## config.mk

```make
export PLATFORM = sky130hd
export DESIGN_NAME = mac_dest_filter
export DESIGN_NICKNAME = d
export VERILOG_FILES = /design/src/rtl/mdf_pkg.sv /design/src/rtl/mdf_ctrl.sv /design/src/rtl/mdf_datapath.sv /design/src/rtl/mac_dest_filter.sv
export SDC_FILE = /design/constraint.sdc
export NUM_CORES = 1
export LEC_CHECK = 0
export ABC_AREA = 1
export BUFFER_PORTS_ARGS = -buffer_cell sky130_fd_sc_hd__buf_2
export CELL_PAD_IN_SITES_DETAIL_PLACEMENT = 1
export CELL_PAD_IN_SITES_GLOBAL_PLACEMENT = 2
export CORE_MARGIN = 4
export CORE_UTILIZATION = 29
export CTS_CLUSTER_DIAMETER = 30
export DETAILED_ROUTE_END_ITERATION = 10
export GPL_TIMING_DRIVEN = 0
export PLACE_DENSITY = 0.77
export RECOVER_POWER = 25
export SYNTH_ARGS = -nofsm -noshare
export SYNTH_HDL_FRONTEND = slang
export SYNTH_SLANG_ARGS = --single-unit
```

## constraint.sdc

```tcl
create_clock -name clk -period 2 [get_ports clk]
set_clock_uncertainty 0.2 [all_clocks]
set_input_delay 0.4 -clock clk [delete_from_list [all_inputs] [get_ports clk]]
set_output_delay 0.4 -clock clk [all_outputs]
set_load 0.01 [all_outputs]
```

## src/rtl/mdf_pkg.sv

```systemverilog
package mdf_pkg;

  typedef enum logic [1:0] {
    CLS_UCAST = 2'd0,
    CLS_MCAST = 2'd1,
    CLS_BCAST = 2'd2
  } frameClassE;

  typedef enum logic [2:0] {
    RSN_KEEP       = 3'd0,
    RSN_BCAST_OFF  = 3'd1,
    RSN_MCAST_OFF  = 3'd2,
    RSN_UCAST_MISS = 3'd3,
    RSN_CMPL_HIT   = 3'd4
  } reasonE;

  typedef enum logic [1:0] {
    SEL_HI   = 2'd0,
    SEL_LO   = 2'd1,
    SEL_EN   = 2'd2,
    SEL_NONE = 2'd3
  } regSelE;

  // strobes from control to datapath
  typedef struct packed {
    logic ldHi;
    logic ldLo;
    logic ldEn;
    logic capture;
  } strobeT;

endpackage

```

## src/rtl/mdf_ctrl.sv

```systemverilog
module mdf_ctrl
  import mdf_pkg::*;
(
  input  logic       clk,
  input  logic       rstN,
  input  logic       frameValid,
  input  logic       regWrEn,
  input  logic [1:0] regSel,
  output strobeT     stb,
  output logic       resultValid
);

  always_comb begin
    stb         = '0;
    stb.capture = frameValid;
    if (regWrEn) begin
      unique case (regSel)
        SEL_HI:  stb.ldHi = 1'b1;
        SEL_LO:  stb.ldLo = 1'b1;
        SEL_EN:  stb.ldEn = 1'b1;
        default: ;
      endcase
    end
  end

  always_ff @(posedge clk or negedge rstN) begin
    if (!rstN) resultValid <= 1'b0;
    else       resultValid <= frameValid;
  end


  valid_follows_chk: assert property (@(posedge clk) disable iff (!rstN)
    frameValid |=> resultValid);


  valid_idle_chk: assert property (@(posedge clk) disable iff (!rstN)
    !frameValid |=> !resultValid);


  sel_none_quiet_chk: assert property (@(posedge clk) disable iff (!rstN)
    (regSel == SEL_NONE) |-> !(stb.ldHi || stb.ldLo || stb.ldEn));

endmodule

```

## src/rtl/mdf_datapath.sv

```systemverilog
module mdf_datapath
  import mdf_pkg::*;
#(
  parameter int unsigned REG_W      = 32,
  parameter int unsigned ADDR_BYTES = 6
) (
  input  logic                    clk,
  input  logic                    rstN,
  input  strobeT                  stb,
  input  logic [8*ADDR_BYTES-1:0] destAddr,
  input  logic [REG_W-1:0]        regWrData,
  input  logic [1:0]              regSel,
  input  logic                    cfgComplement,
  input  logic                    cfgAcceptBcast,
  input  logic                    cfgAcceptMcast,
  input  logic                    cfgAcceptAllUcast,
  input  logic                    cfgCompareEn,
  output logic [REG_W-1:0]        regRdData,
  output logic                    accept,
  output logic [2:0]              reason,
  output logic [1:0]              frameClass
);

  localparam int unsigned ADDR_W   = 8 * ADDR_BYTES;
  localparam int unsigned BPR      = REG_W / 8;
  localparam int unsigned LO_BYTES = ADDR_BYTES - BPR;

  logic [ADDR_W-1:0]     stationAddr;
  logic [ADDR_W-1:0]     capAddr;
  logic [ADDR_BYTES-1:0] byteHit;
  logic                  entryEn;

  // one register and one comparator per station byte
  for (genvar i = 0; i < ADDR_BYTES; i++) begin : gByte
    logic [7:0] byteQ;
    if (i < BPR) begin : gHi
      always_ff @(posedge clk or negedge rstN) begin
        if (!rstN)         byteQ <= '0;
        else if (stb.ldHi) byteQ <= regWrData[REG_W-1-8*i -: 8];
      end
    end else begin : gLo
      always_ff @(posedge clk or negedge rstN) begin
        if (!rstN)         byteQ <= '0;
        else if (stb.ldLo) byteQ <= regWrData[REG_W-1-8*(i-BPR) -: 8];
      end
    end
    assign stationAddr[ADDR_W-1-8*i -: 8] = byteQ;
    assign byteHit[i] = (byteQ == capAddr[ADDR_W-1-8*i -: 8]);
  end

  always_ff @(posedge clk or negedge rstN) begin
    if (!rstN)         entryEn <= 1'b0;
    else if (stb.ldEn) entryEn <= regWrData[0];
  end

  always_ff @(posedge clk or negedge rstN) begin
    if (!rstN)            capAddr <= '0;
    else if (stb.capture) capAddr <= destAddr;
  end

  // register read mux
  logic [REG_W-1:0] hiRd, loRd;
  always_comb begin
    hiRd = '0;
    loRd = '0;
    for (int i = 0; i < BPR; i++)
      hiRd[REG_W-1-8*i -: 8] = stationAddr[ADDR_W-1-8*i -: 8];
    for (int j = 0; j < LO_BYTES; j++)
      loRd[REG_W-1-8*j -: 8] = stationAddr[ADDR_W-1-8*(BPR+j) -: 8];
  end

  always_comb begin
    unique case (regSel)
      SEL_HI:  regRdData = hiRd;
      SEL_LO:  regRdData = loRd;
      SEL_EN:  regRdData = {{(REG_W-1){1'b0}}, entryEn};
      default: regRdData = '0;
    endcase
  end

  // classification and verdict
  logic isBcast, isMcast, ucastHit;
  assign isBcast  = &capAddr;
  assign isMcast  = capAddr[ADDR_W-8] & ~isBcast;
  assign ucastHit = cfgCompareEn & entryEn & (&byteHit);

  reasonE rsn;
  always_comb begin
    if (isBcast) begin
      frameClass = CLS_BCAST;
      rsn = (cfgComplement || cfgAcceptBcast) ? RSN_KEEP : RSN_BCAST_OFF;
    end else if (isMcast) begin
      frameClass = CLS_MCAST;
      rsn = (cfgComplement || cfgAcceptMcast) ? RSN_KEEP : RSN_MCAST_OFF;
    end else begin
      frameClass = CLS_UCAST;
      if (cfgAcceptAllUcast)  rsn = RSN_KEEP;
      else if (cfgComplement) rsn = ucastHit ? RSN_CMPL_HIT : RSN_KEEP;
      else                    rsn = ucastHit ? RSN_KEEP : RSN_UCAST_MISS;
    end
  end

  assign reason = rsn;
  assign accept = (rsn == RSN_KEEP);


  hi_load_chk: assert property (@(posedge clk) disable iff (!rstN)
    stb.ldHi |=> stationAddr[ADDR_W-1 -: REG_W] == $past(regWrData));


  lo_load_chk: assert property (@(posedge clk) disable iff (!rstN)
    stb.ldLo |=> stationAddr[8*LO_BYTES-1:0] == $past(regWrData[REG_W-1 -: 8*LO_BYTES]));


  en_upper_zero_chk: assert property (@(posedge clk) disable iff (!rstN)
    (regSel == SEL_EN) |-> (regRdData[REG_W-1:1] == '0));


  bcast_cmpl_chk: assert property (@(posedge clk) disable iff (!rstN)
    (frameClass == CLS_BCAST && cfgComplement) |-> accept);


  mcast_cmpl_chk: assert property (@(posedge clk) disable iff (!rstN)
    (frameClass == CLS_MCAST && cfgComplement) |-> accept);


  mcast_bit_chk: assert property (@(posedge clk) disable iff (!rstN)
    (frameClass == CLS_MCAST) |-> (capAddr[ADDR_W-8] && !(&capAddr)));


  ucast_nocmp_chk: assert property (@(posedge clk) disable iff (!rstN)
    (frameClass == CLS_UCAST && !cfgAcceptAllUcast && !cfgComplement && !cfgCompareEn)
      |-> !accept);

endmodule

```

## src/rtl/mac_dest_filter.sv

```systemverilog
module mac_dest_filter
  import mdf_pkg::*;
#(
  parameter int unsigned REG_W      = 32,
  parameter int unsigned ADDR_BYTES = 6
) (
  input  logic                    clk,
  input  logic                    rstN,
  input  logic                    frameValid,
  input  logic [8*ADDR_BYTES-1:0] destAddr,
  input  logic                    cfgComplement,
  input  logic                    cfgAcceptBcast,
  input  logic                    cfgAcceptMcast,
  input  logic                    cfgAcceptAllUcast,
  input  logic                    cfgCompareEn,
  input  logic                    regWrEn,
  input  logic [1:0]              regSel,
  input  logic [REG_W-1:0]        regWrData,
  output logic [REG_W-1:0]        regRdData,
  output logic                    resultValid,
  output logic                    accept,
  output logic [2:0]              reason,
  output logic [1:0]              frameClass
);

  strobeT stb;

  mdf_ctrl u_ctrl (
    .clk         (clk),
    .rstN        (rstN),
    .frameValid  (frameValid),
    .regWrEn     (regWrEn),
    .regSel      (regSel),
    .stb         (stb),
    .resultValid (resultValid)
  );

  mdf_datapath #(
    .REG_W      (REG_W),
    .ADDR_BYTES (ADDR_BYTES)
  ) u_dp (
    .clk               (clk),
    .rstN              (rstN),
    .stb               (stb),
    .destAddr          (destAddr),
    .regWrData         (regWrData),
    .regSel            (regSel),
    .cfgComplement     (cfgComplement),
    .cfgAcceptBcast    (cfgAcceptBcast),
    .cfgAcceptMcast    (cfgAcceptMcast),
    .cfgAcceptAllUcast (cfgAcceptAllUcast),
    .cfgCompareEn      (cfgCompareEn),
    .regRdData         (regRdData),
    .accept            (accept),
    .reason            (reason),
    .frameClass        (frameClass)
  );


  keep_means_accept_chk: assert property (@(posedge clk) disable iff (!rstN)
    accept |-> (reason == 3'd0));

endmodule

```

==> run_results.csv, run 1 <==
group,metric,value,unit
outcome,outcome,"finished with violations",
outcome,failed_checks,"setup timing",
synth,postSynthAreaPerCell,7.036,um^2
synth,synth_adder_area_share,0,%
synth,synthesis.nets,837,
layout,fill_cells,2245,
timing,layout_setup_ws,-558.8,ps
routing,ant_nets,0,
timing,hold_viol,0,
worst_hold_path,hp-start,"destAddr[35]",
synth,syn_area,5249,um^2
synth,syn_inst,746,
synth,async_reset_ff_share,100.0,%
worst_setup_path,critPathCaptureType,"output pin",
worst_setup_path,worstReg2RegEnd,"u_dp.gByte[4].byteQ[2]",
routing,drc,0,
die,fp.dieArea,20320,um^2
worst_setup_path,timing.rr.start,"u_dp.gByte[4].byteQ[2]",
worst_hold_path,min_to,"u_dp.capAddr[35]",
die,die_h,142.5,um
routing,vias,5425,
synth,synth.ff_latch_count,98,
synth,yosysUniqueCellTypes,27,
global_routing,grt_pass1_wl,33830,um
worst_setup_path,crit_type,"reg2out",
synth,synthSimpleGateAreaFrac,28.32,%
clock_network,cts-root-buf,"clkbuf_16",
layout,mostFrequentLayoutCell,"nand2_1",
timing,fin_crit_sh,127.9,%
worst_setup_path,worstPathArrival,1960,ps
worst_hold_path,whs_path_depth,3,
timing,fmax,390.8,MHz
placed_design,place_area,6206,um^2
worst_setup_path,r2r_slack,970,ps
synth,synth_xor_area_share,1.335,%
global_routing,grt_max_degree,51,
synth,synth_ff_type,"dfrtp_1",
power,ir_drop,0.4467,mV
placed_design,placement.io_buffers,129,
timing,finalSetupViolCount,6,
clock_network,htreeDepth,3,
clock_network,cts_buffers,9,
worst_setup_path,worst-endpoint-required,1400,ps
synth,synth-edff-count,0,
layout,nNetsFinal,992,
worst_setup_path,start_kind,"register",
synth,synth-seq-area-share,46.72,%
timing,grt_setup_unrepaired,"yes",
timing,worst_slew_pin_slew,775.1,ps
layout,flow.area_growth_from_synthesis,30.06,%
layout,drive_gt1_share,26.16,%
clock_network,clk_path_buf_depth,2,
global_routing,grt-ovfl-total,0,
die,rows,48,
placed_design,place.gp.congestion,0.9396,
power,leakagePower,3.601,nW
layout,design_area,6827,um^2
die,io_pins,130,
clock_network,cts_tree,"built",
global_routing,antenna_found_initial,0,
placed_design,hpwl,17790,um
routing,vias_per_cell,4.797,
layout,n_antenna_cell,0,
die,core-area,17540,um^2
die,die_x,142.5,um
synth,synth.mux.area_fraction,1.073,%
synth,synth_compound_area_share,12.11,%
synth,synth_top_family_by_area,"simple AND/OR/NAND/NOR gates",
synth,yosysWarnings,0,
clock_network,clkTransAtPathRegs,70,ps
worst_setup_path,r2r_cells,3,
job,drv_cap,0,
timing,drv_slew,0,
routing,drt_first_iter_violations,256,
routing,wl_per_cell,19.55,um
worst_hold_path,hold_class,"in2reg",
timing,min_period,2559,ps
clock_network,clock_latency,350,ps
timing,whs,53.04,ps
power,power_density,845.1,nW/um^2
routing,drt-total-wl,22120,um
global_routing,grt_pass1_vias,5961,
routing,drtPass1Iterations,4,
worst_setup_path,worstPathMaxFanout,3,
timing,maxSlewHeadroom,48.33,%
global_routing,track_usage,22.12,%
clock_network,clkSinkCount,98,
layout,final_cell_mix,"nand2_1 (223), buf_2 (125), inv_1 (100)",
power,p_total,5.769,mW
die,initial_core_util,29.93,%
-- metal layers --
metal / vias up / part of all wire, % / track usage, %
li1: 2629 / - / -
met5: - / 0 / 0
met4: 0 / 2.3 / 7.154
met1: 2636 / 46 / 29.62
met2: 135 / 48 / 37.07
met3: 25 / 4.2 / 2.923
-- worst max-delay path by stage --
stage | from | endpoint | slack (ps) | depth (start not counted)
2_1_floorplan | u_dp.gByte[0].byteQ[4] | accept | 150 | 9
3_3_place_gp | rstN | u_dp.gByte[0].byteQ[1] | -810 | 1
3_5_place_dp | regSel[1] | regRdData[25] | -460 | 6
4_1_cts | u_dp.gByte[5].byteQ[3] | accept | -540 | 12
5_1_grt | u_dp.gByte[5].byteQ[3] | accept | -690 | 13
6_report | u_dp.gByte[5].byteQ[3] | accept | -560 | 13
-- power breakdown --
part	internal [mW]	switching, mW
sequential	2.23	0.273
clock	0.974	0.820
combinational	0.541	0.930
-- Yosys cell counts, types with 5 or more instances --
cell	instances	share of area (%)
nand2_1	240	17
xnor2_1	8	1.3
a21oi_1	17	1.6
dfrtp_1	98	47
inv_2	7	0.50
nand3_1	13	1.2
nor2_2	5	0.60
mux2_2	5	1.1
o22ai_1	13	1.5
nand4_1	10	1.2
inv_1	110	7.9
o21ai_1	25	2.4
o21ai_0	67	6.4
nor2_1	74	5.3
clkbuf_1	16	1.1
nor3_1	17	1.6
-- stage by stage --
step | util (%) | cells | TNS, ps | setup slack (ps)
CTS | 38.53 | 1128 | -2793 | -544.4
detailed placement | 35.39 | 1101 | -21250 | -463.5
global route | 38.93 | 1131 | -4113 | -686.5
global placement | 35.22 | 1100 | -97340 | -812.8
finish | 38.93 | 1131 | -2764 | -558.8
floorplan | - | 746 | 0 | 145.3
-- flip-flops by register name (all words and copies together), names as in the netlist --
signal and flops:
u_dp.gByte.byteQ 48, u_ctrl.resultValid 1, u_dp.entryEn 1, u_dp.capAddr 48
-- repair_timing --
item,CTS,global route
pin swaps,10,1
endpoints found under the hold margin,50,0
buffers inserted,9,4
gates resized for setup,55,18
endpoints found under the setup margin,35,31
hold buffers,2,0
-- cells by family (layout without fill, tap and decap cells) --
family / after synthesis / in the layout
simple gates: 368 / 368
flops: 98 / 98
mux: 5 / 5
xor+xnor: 8 / 8
compound gates: 123 / 123
buf+inv: 144 / 304
-- worst max-delay path: stages (launching register included) --
cell,delay [ps]
dfrtp_1,450
inv_2,70
nand2_2,80
nand2_1,60
nor2_1,100
nand2_1,100
nor2_2,120
nand2_1,80
nor2_2,120
nand2_1,70
nand2_2,70
nand2_2,70
nor2_2,80
buf_2,130
-- area by class of cell --
cell class	instances	area, um^2	share of cell area [%]
plain buffers	23	115.1	1.686
clock buffers	10	229.0	3.354
clock inverters	6	65.06	0.9531
inverters	120	450.4	6.598
multi-input cells	504	2412	35.34
flip-flops and latches	98	2456	35.98
well taps	225	281.5	4.124
repair buffers	145	817.0	11.97
Power figures use the tool's default switching activity.
==> run 2: changes to the inputs <==
CELL_PAD_IN_SITES_GLOBAL_PLACEMENT = 1   (was 2)
CORE_UTILIZATION = 38   (was 29)
PLACE_DENSITY = 0.78   (was 0.77)
==> run 2 against run 1 <==
Effect of this change:
- the run still ends with setup timing left
- final cell count decreased by 3.1%
- largest power group unchanged
- register-to-register slack worse by 40 ps
- clock power is 2% higher
- die area is 22% lower
- critical endpoint unchanged
- sequential share of layout area shrank 0.44 points
- clock-buffer cell count stayed put
- via count rose by 4.0%
- critical path depth stayed put
- hold slack lost 2.7 ps
==> run_results.csv, run 2 (synthesis results as in run 1) <==
group,metric,value,unit
outcome,outcome,"finished with violations",
outcome,failed_checks,"setup timing",
timing,maxSlewHeadroom,30.32,%
worst_setup_path,crit_type,"reg2out",
timing,drv_slew,0,
clock_network,clkTransAtPathRegs,70,ps
routing,wl_per_cell,19.65,um
worst_setup_path,critPathMaxStageDelay,400,ps
routing,drc,0,
routing,drtPass1Iterations,5,
worst_setup_path,cp_num_buf_inv,2,
die,core-area,13400,um^2
routing,vias,5640,
worst_setup_path,worstPathArrival,1960,ps
layout,n_antenna_cell,0,
clock_network,cts_buffers,9,
worst_setup_path,critical-path-top-delay-family,"simple AND/OR/NAND/NOR gates",
timing,fmax,391.2,MHz
routing,ant_nets,0,
worst_hold_path,hp-start,"destAddr[39]",
placed_design,placement.io_buffers,129,
placed_design,pre_cts_slack,-457.1,ps
power,leakagePower,3.667,nW
placed_design,hpwl,16730,um
layout,design_area,6937,um^2
power,ir_drop,0.3625,mV
worst_setup_path,path_common_cell,"nand2_2",
layout,flow.area_growth_from_synthesis,32.16,%
worst_hold_path,min_to,"u_dp.capAddr[39]",
global_routing,grt_pass1_wl,32870,um
global_routing,grt_pass1_vias,6072,
worst_setup_path,crit_chain,"inv_1 > nand2_2 > nand2_2 > nor2_1 > nand2_1 > nor2_2 > nand2_1 > nor2_2 > nand2_1 > nand2_2 > nand2_2 > nor2_2 > buf_2",
global_routing,antenna_found_initial,0,
placed_design,place_area,6145,um^2
die,initial_core_util,39.17,%
worst_setup_path,critPathCaptureType,"output pin",
timing,whs,50.38,ps
worst_setup_path,slowest_stage,"dfrtp_1",
worst_setup_path,worst-path-stages,13,
layout,nNetsFinal,1006,
die,fp.dieArea,15760,um^2
worst_setup_path,r2r_cells,3,
clock_network,htreeDepth,3,
timing,layout_setup_ws,-556.5,ps
worst_setup_path,worstReg2RegEnd,"u_dp.gByte[2].byteQ[4]",
layout,fin_cells,1096,
routing,drt-total-wl,21540,um
worst_setup_path,worstPathMaxFanout,3,
power,power_density,854.2,nW/um^2
timing,min_period,2557,ps
job,drv_cap,0,
timing,fin_crit_sh,127.8,%
worst_setup_path,start_kind,"register",
clock_network,clk_path_buf_depth,2,
layout,drive_gt1_share,30.00,%
worst_hold_path,hold_class,"in2reg",
global_routing,track_usage,26.82,%
die,die_x,125.5,um
global_routing,grt-ovfl-total,0,
layout,mostFrequentLayoutCell,"nand2_1",
layout,final_cell_mix,"nand2_1 (213), buf_2 (125), inv_1 (96)",
timing,worst_slew_pin_slew,1045,ps
timing,finalSetupTns,-4356,ps
clock_network,cts-root-buf,"clkbuf_16",
layout,final_core_util,51.76,%
die,die_h,125.5,um
routing,drt_first_iter_violations,279,
worst_setup_path,r2r_slack,930,ps
clock_network,clock_latency,360,ps
routing,vias_per_cell,5.146,
worst_setup_path,timing.rr.start,"u_dp.gByte[2].byteQ[4]",
clock_network,cts_tree,"built",
timing,hold_viol,0,
placed_design,place.gp.congestion,0.9555,
worst_hold_path,whs_path_depth,3,
worst_setup_path,worst-endpoint-required,1400,ps
layout,fill_cells,1769,
global_routing,grt_max_degree,63,
timing,grt_setup_unrepaired,"yes",
timing,finalSetupViolCount,19,
die,io_pins,130,
clock_network,clkSinkCount,98,
layout,largestRegisters,"u_dp.capAddr (48), u_dp.gByte.byteQ (48)",
die,rows,42,
power,p_total,5.925,mW
placed_design,place_inst,1052,
## run 2: changes by cell type in the layout (fill, tap and decap cells not counted), sizes merged
| cell | previous run | this run |
|---|---|---|
| buf | 147 | 161 |
| clkinv | 6 | 7 |
| clkinvlp | 1 | 0 |
## run 2: power breakdown
part | total (mW) | switching [mW] | internal, mW
sequential | 2.52 | 0.288 | 2.23
combinational | 1.57 | 0.960 | 0.611
clock | 1.83 | 0.843 | 0.990
## run 2: metal layers
layer | wire [um] | vias up | track usage [%] | share of wire, %
met1 | 9536 | 2780 | 35.69 | 44
met4 | 576 | 0 | 9.821 | 2.7
li1 | - | 2658 | - | -
met3 | 952 | 34 | 3.369 | 4.4
met2 | 10470 | 168 | 44.90 | 49
met5 | 0 | - | 0 | 0
## run 2: worst reg2reg max path, stage by stage (launching register included)
cell,delay [ps]
dfrtp_1,410
inv_2,80
buf_4,140
a21oi_1,150
## run 2: layout make-up
type	instances	area (um^2)	area share [%]
well taps	176	220.2	3.175
flip-flops and latches	98	2465	35.53
repair buffers	158	909.6	13.11
clock inverters	6	76.32	1.100
multi-input cells	504	2465	35.53
clock buffers	10	229.0	3.301
inverters	120	452.9	6.530
plain buffers	24	118.9	1.714
## run 2: worst max path at each step
stage	startpoint	endpoint	slack [ps]
3_5_place_dp	regSel[1]	regRdData[10]	-460
6_report	u_dp.gByte[1].byteQ[0]	accept	-560
3_3_place_gp	rstN	u_dp.gByte[0].byteQ[2]	-740
4_1_cts	u_dp.capAddr[38]	accept	-540
5_1_grt	u_dp.gByte[4].byteQ[2]	accept	-700
2_1_floorplan	u_dp.gByte[0].byteQ[4]	accept	150
## run 2: timing repair
| item | CTS | global route |
|---|---|---|
| endpoints found under the hold margin | 37 | 0 |
| cloned | 0 | 0 |
| gates resized for setup | 41 | 61 |
| setup endpoints to repair | 36 | 21 |
| hold buffers | 2 | 0 |
| pin swaps | 12 | 13 |
| buffers inserted | 10 | 16 |
